--- src/rtl/cmdq_model_pkg.sv ---
package cmdq_model_pkg;

  localparam int unsigned REG_W = 32;

  // Word indices of the registers with special behaviour (byte offset / 4).
  localparam int unsigned W_BASE = 5;   // 0x14
  localparam int unsigned W_ENDP = 6;   // 0x18
  localparam int unsigned W_WRP  = 7;   // 0x1C
  localparam int unsigned W_RDP  = 8;   // 0x20
  localparam int unsigned W_CTRL = 14;  // 0x38
  localparam int unsigned W_STAT = 15;  // 0x3C

  // Mask applied when word w is stored by an ordinary write.
  function automatic logic [REG_W-1:0] store_mask(input int unsigned w,
                                                  input logic [REG_W-1:0] ptr_m,
                                                  input logic [REG_W-1:0] ctrl_m);
    if (w == W_ENDP || w == W_WRP) return ptr_m;
    if (w == W_CTRL)               return ctrl_m;
    return '1;
  endfunction

  // True when any completion bit is present in v.
  function automatic logic has_cmpl(input logic [REG_W-1:0] v,
                                    input logic [REG_W-1:0] cmpl_m);
    return |(v & cmpl_m);
  endfunction

endpackage

--- src/rtl/cmdq_event_unit.sv ---
module cmdq_event_unit
  import cmdq_model_pkg::*;
#(
  parameter logic [REG_W-1:0] CMPL_MASK  = 32'h0003_0000,
  parameter logic [REG_W-1:0] STAT_RESET = 32'hF800_0000,
  parameter logic [REG_W-1:0] RP_MAGIC   = 32'hEE88_2266
) (
  input  logic             clk,
  input  logic             rst_n,
  input  logic             wr_wrp,
  input  logic             wr_rdp,
  input  logic             wr_stat,
  input  logic [REG_W-1:0] wdata,
  input  logic [REG_W-1:0] ctrl_q,
  output logic [REG_W-1:0] stat_q,
  output logic             irq_q,
  output logic             arm_q,
  output logic             complete_evt,
  output logic             suppress_evt,
  output logic             clear_evt
);

  logic magic_evt;
  logic irq_en;

  assign complete_evt = wr_wrp && !arm_q;
  assign suppress_evt = wr_wrp && arm_q;
  assign clear_evt    = wr_stat && has_cmpl(wdata, CMPL_MASK);
  assign magic_evt    = wr_rdp && (wdata == RP_MAGIC);
  assign irq_en       = has_cmpl(ctrl_q, CMPL_MASK);

  always_ff @(posedge clk or negedge rst_n) begin
    if (!rst_n) begin
      arm_q  <= 1'b0;
      stat_q <= STAT_RESET;
      irq_q  <= 1'b0;
    end else begin
      if (suppress_evt)   arm_q <= 1'b0;
      else if (magic_evt) arm_q <= 1'b1;

      if (complete_evt)   stat_q <= stat_q | CMPL_MASK;
      else if (clear_evt) stat_q <= stat_q & ~CMPL_MASK;

      if (complete_evt && irq_en) irq_q <= 1'b1;
      else if (clear_evt)         irq_q <= 1'b0;
    end
  end

  p_arm_r5: assert property (@(posedge clk) disable iff (!rst_n)
    magic_evt |=> arm_q)
    else $error("p_arm_r5");

  p_suppress_r6: assert property (@(posedge clk) disable iff (!rst_n)
    suppress_evt |=> (!arm_q && stat_q == $past(stat_q) && irq_q == $past(irq_q)))
    else $error("p_suppress_r6");

  p_cmpl_set_r7: assert property (@(posedge clk) disable iff (!rst_n)
    complete_evt |=> ((stat_q & CMPL_MASK) == CMPL_MASK))
    else $error("p_cmpl_set_r7");

  p_irq_rise_r8: assert property (@(posedge clk) disable iff (!rst_n)
    (complete_evt && irq_en) |=> irq_q)
    else $error("p_irq_rise_r8");

  p_irq_hold_r8: assert property (@(posedge clk) disable iff (!rst_n)
    (irq_q && !wr_stat) |=> irq_q)
    else $error("p_irq_hold_r8");

  p_clear_r10: assert property (@(posedge clk) disable iff (!rst_n)
    clear_evt |=> (!irq_q && (stat_q & CMPL_MASK) == '0))
    else $error("p_clear_r10");

endmodule

--- config.mk ---
export PLATFORM = sky130hd
export DESIGN_NAME = cmdq_event_unit
export DESIGN_NICKNAME = d
export VERILOG_FILES = /design/src/rtl/cmdq_model_pkg.sv /design/src/rtl/cmdq_event_unit.sv
export SDC_FILE = /design/constraint.sdc
export NUM_CORES = 1
export LEC_CHECK = 0
export ABC_CLOCK_PERIOD_IN_PS = 2800
export BUFFER_PORTS_ARGS = -buffer_cell sky130_fd_sc_hd__buf_4
export CAP_MARGIN = 20
export CORE_MARGIN = 3
export CORE_UTILIZATION = 25
export CTS_BUF_LIST = sky130_fd_sc_hd__clkbuf_8 sky130_fd_sc_hd__clkbuf_16
export CTS_CLUSTER_SIZE = 30
export DETAILED_ROUTE_END_ITERATION = 12
export GPL_ROUTABILITY_DRIVEN = 0
export PLACE_DENSITY_LB_ADDON = 0.08
export SETUP_SLACK_MARGIN = 0.2
export SLEW_MARGIN = 5
export SYNTH_ARGS = -nofsm -noshare
export SYNTH_HDL_FRONTEND = slang
export SYNTH_SLANG_ARGS = --single-unit
--- constraint.sdc ---
create_clock -name clk -period 2.8 [get_ports clk]
set_input_delay 0.28 -clock clk [delete_from_list [all_inputs] [get_ports clk]]
set_output_delay 0.28 -clock clk [all_outputs]
set_load 0.05 [all_outputs]
==> flow_metrics.tcl, run 1 <==
set metrics [dict create \
    gr-total-overflow 0 \
    clk_path_buf_depth 2 \
    drtIter0Drc 2 \
    synth_cell_types 16 \
    finalSetupViolCount 0 \
    area.growth.synth_to_final_pct 61.2 \
    hold_violations 0 \
    reg2reg_depth 3 \
    io_pins 106 \
    path_class "flop to output port" \
    tritoncts "done" \
    final_util_pct 43.8 \
    final_common_cell "buf_4" \
    antenna_found_initial 0 \
    vias_per_cell 3.59 \
    post_cts_resized 0 \
    dp_cells 126 \
    drt_pass1_iterations 2 \
    cts_setup_buffers 0 \
    htree_levels 1 \
    fin_area_um2 781 \
    dpl.hpwl_um 1140 \
    fp-row-count 15 \
    finalClockSkew_ps 1.24 \
    path_max_fanout 4 \
    diodes 0 \
    syn_avg_cell_area_um2 8.21 \
    grt_pass1_vias 437 \
    cts_sinks 3 \
    grt_pass1_wl_um 1830 \
    ys_seq_elements 3 \
    insertion_delay_ps 210 \
    synth_cells 59 \
    regToRegSetupSlack_ps 1670 \
    maxCapViolCount 0 \
    cts_root_buf "clkbuf_8" \
    cp.arrival_ps 1040 \
    dieArea_mm2 0.00250 \
    drv_slew 0 \
    power.leakage_nw 0.440 \
    io_buffers 45 \
    drive_gt1_share_pct 48.1 \
    grt_usage_pct 9.61 \
    status "complete, no violations" \
    die_width_um 50.0 \
    netlist_area_um2 484 \
    cp.required_ps 2520 \
    vias 470 \
    instances_no_fill 131 \
    start_util_pct 27.2 \
    crit_path_end_kind "output port" \
    r2r-end "arm_q" \
    pwr_density_cell_mw_per_mm2 431 \
    fin_nets 176 \
    clkTransAtPathRegs_ps 30 \
    holdWs_ps 263 \
    p_total_mw 0.337 \
    ys.warnings.count 0 \
    fmax_mhz 756 \
    dp_slack_ps 1530 \
    core_area_mm2 0.00178 \
    drt.antenna.violating_nets 0 \
    rsz0062_at_grt "false" \
    r2r_start "arm_q" \
    setup_slack_ps 1480 \
    finalCritPeriodShare_pct 47.2 \
    die_h_um 50.0 \
    wl_um 1260 \
    endpoint "complete_evt" \
    ir_worst_vdd_v 0.000356 \
    drcViolationCount 0 \
    post_dp_cell_area_um2 726 \
    crit_path_start "arm_q" \
    holdCritPathClass "input pin to flop" \
    grt_max_degree 5 \
    critPathLaunchType "flop" \
    setup_tns_ps 0 \
    cts_inserted_buffers 3 \
    seq_area_frac_synth_pct 15.5 \
    layout_common_cells "buf_4, conb_1, inv_1, nand2_1" \
    post-route-min-period_ps 1320 \
    wire_per_inst_um 9.58 \
]
where the power goes:
part	internal [mW]	leakage [nW]	switching [mW]
sequential	0.0464	0.0355	0.00152
clock	0.0932	0.0269	0.0267
combinational	0.0466	0.378	0.122
synthesized netlist by cell type (all sizes together):
cell	count	area share, %
o21ai	2	2.1
nand2	4	3.1
dfrtp	3	16
nand3	1	1.0
buf	31	48
nand4	1	1.3
nor4b	4	9.8
nor4bb	2	4.1
o32ai	1	3.4
and2	1	1.3
and4b	2	4.1
conb	2	1.6
nor2	1	0.77
nand3b	1	1.6
inv	3	2.3
critical path, stage by stage, from the launching register on:
cell     delay, ps
dfrtp_1        390
inv_1           90
nand2_1        100
inv_1           70
buf_4          190
area by class of cell:
| type | count | area [um^2] |
|---|---|---|
| Inverter | 3 | 11.3 |
| Sequential cell | 3 | 75.1 |
| Clock inverter | 1 | 3.75 |
| Timing Repair Buffer | 46 | 348 |
| Tap cell | 25 | 31.3 |
| Clock buffer | 3 | 41.3 |
| Multi-Input combinational cell | 50 | 270 |
| Fill cell | 180 | 1000 |
metal layers:
layer	track usage [%]	wire (um)
met5	0	0
met4	4.15	0
met3	5.44	201
met2	16.3	618
met1	9.40	435
worst min path at each step:
stage | from | end | slack, ps | depth (start not counted)
after detailed placement | rst_n | arm_q | 80 | 1
after global placement | rst_n | arm_q | 70 | 1
after CTS | wr_wrp | arm_q | 260 | 2
after global routing | wr_wrp | arm_q | 270 | 2
final | wr_wrp | arm_q | 260 | 2
after floorplan | rst_n | arm_q | -20 | 0
timing repair:
item	in CTS	in global routing
endpoints found under the setup margin	0	0
endpoints found under the hold margin	3	0
hold buffers	1	0
flip-flops by register name, summed over array words and instances (netlist names):
signal,flops
irq_q,1
stat_q,1
arm_q,1
cells by family (layout without fill, tap and decap cells):
family,count (synthesis),after routing,synth area share (%)
buffers and inverters,34,53,50.4
AND/OR/NAND/NOR,17,17,27.1
AO/OA/AOI/OAI,3,3,5.43
flip-flops,3,3,15.5
other,2,30,1.55
Power figures use the tool's default switching activity.
==> run 2, diff against run 1 <==
Settings changed: ABC_CLOCK_PERIOD_IN_PS 2800 to 1200, CORE_UTILIZATION 25 to 21.
Clock period 2.8 ns to 1.2 ns, I/O delays scaled along.
==> flow_metrics.tcl, run 2 (same netlist as run 1, synthesis figures left out) <==
set metrics [dict create \
    status "complete, no violations" \
    power.leakage_nw 0.462 \
    setup_tns_ps 0 \
    fillerInstances 218 \
    post-route-min-period_ps 1100 \
    htree_levels 1 \
    cp.arrival_ps 980 \
    crit_path_end_kind "output port" \
    grt_pass1_wl_um 1670 \
    fin_nets 181 \
    fin_area_um2 847 \
    holdWs_ps 126 \
    finalSetupViolCount 0 \
    clk_path_buf_depth 2 \
    gr-total-overflow 0 \
    wl_um 1330 \
    grtUsageMet1_pct 7.18 \
    fmax_mhz 909 \
    cts_root_buf "clkbuf_8" \
    cpPeakStageDelay_ps 410 \
    vias_per_cell 3.59 \
    critPathLaunchType "flop" \
    drtIter0Drc 0 \
    wire_per_inst_um 9.65 \
    instances_no_fill 138 \
    busiest_layer "met2" \
    r2r-end "arm_q" \
    grt_pass1_vias 438 \
    endpoint "suppress_evt" \
    top_regs "arm_q: 1 flops, irq_q: 1 flops, stat_q: 1 flops" \
    cp.required_ps 1080 \
    tritoncts "done" \
    dpl.hpwl_um 1180 \
    area.growth.synth_to_final_pct 74.9 \
    diodes 0 \
    grt_max_degree 5 \
    grtUsageMet3_pct 0.831 \
    crit_path_start "arm_q" \
    path_cells "and2_2, buf_6" \
    grt_usage_pct 8.02 \
    fp-row-count 16 \
    layout_common_cells "buf_4, conb_1, nand2_1, clkbuf_8" \
    die_width_um 54.0 \
    regArea_um2 77.6 \
    cts_inserted_buffers 3 \
    io_buffers 45 \
    hold_violations 0 \
    final_common_cell "buf_4" \
    drt_pass1_iterations 1 \
    holdCritPathClass "input pin to flop" \
    reg2reg_depth 3 \
    maxCapViolCount 0 \
    post_dp_cell_area_um2 746 \
    dp_cells 129 \
    rsz0062_at_grt "true" \
    vias 496 \
    path_class "flop to output port" \
    finalCritPeriodShare_pct 91.6 \
    path_max_fanout 4 \
    insertion_delay_ps 210 \
    finalClockSkew_ps 0.130 \
    die_h_um 54.0 \
    ir_worst_vdd_v 0.000639 \
    r2r_start "arm_q" \
    crit_path_top_delay_cell "dfrtp_2" \
    dieArea_mm2 0.00292 \
    multi_input_area_um2 279 \
    clkTransAtPathRegs_ps 30 \
    antenna_found_initial 0 \
    regToRegSetupSlack_ps 120 \
    pwr_density_cell_mw_per_mm2 950 \
    drive_gt1_share_pct 55.9 \
    drv_slew 0 \
    start_util_pct 23.5 \
    use_met2_pct 16.5 \
    drt.antenna.violating_nets 0 \
    drcViolationCount 0 \
    core_area_mm2 0.00206 \
    io_pins 106 \
    cts_sinks 3 \
]
[run 2: cell count changes in the layout (fill, tap and decap cells not counted), moves of 2 or more]
cell     delta
dfrtp_2     +2
inv_1       -2
dfrtp_1     -2
buf_4       +3
[run 2: power by group]
part           internal [mW]  total (mW)  switching [mW]
Clock                  0.217       0.282          0.0642
Combinational          0.120       0.409           0.290
Sequential             0.109       0.113         0.00471
Total                  0.446       0.804           0.359
[run 2: what timing repair did]
item	in CTS	in global routing
gates resized for setup	5	0
endpoints found under the hold margin	3	0
pin swaps	0	1
endpoints found under the setup margin	3	3
hold buffers	1	0
buffers inserted	1	3
[run 2: worst min path at each step]
stage                 from  cells past startpoint     to  slack (ps)
floorplan            rst_n                      0  arm_q        -180
global placement     rst_n                      1  irq_q         -90
detailed placement   rst_n                      1  irq_q         -90
CTS                 wr_wrp                      2  arm_q         120
global route        wr_wrp                      2  arm_q         140
finish              wr_wrp                      2  arm_q         130
[run 2: per-layer routing]
metal	part of all wire (%)	wire [um]
met4	0	0
met3	14	187
met5	0	0
met2	58	772
met1	28	372
[run 2: area by class of cell]
type | count | share of cell area, %
Timing Repair Buffer | 51 | 46.8
Multi-Input combinational cell | 50 | 32.9
Sequential cell | 3 | 9.16
Clock buffer | 3 | 4.87
Tap cell | 27 | 3.99
Inverter | 3 | 1.77
Clock inverter | 1 | 0.443
[run 2: metrics by stage]
step	utilization (%)	power (mW)	worst slack, ps
finish	41.1	0.804	100
global route	41.1	0.840	47.1
CTS	40.0	0.808	86.7
detailed placement	36.2	0.511	97.5
global placement	36.2	0.508	98.8
floorplan	-	0.466	44.2
[run 2: worst max-delay path: cells and delay by family, from the launching register on]
kind / cells / cell delay [ps]
buffers and inverters: 1 / 150
AND/OR/NAND/NOR: 1 / 200
flip-flops: 1 / 410
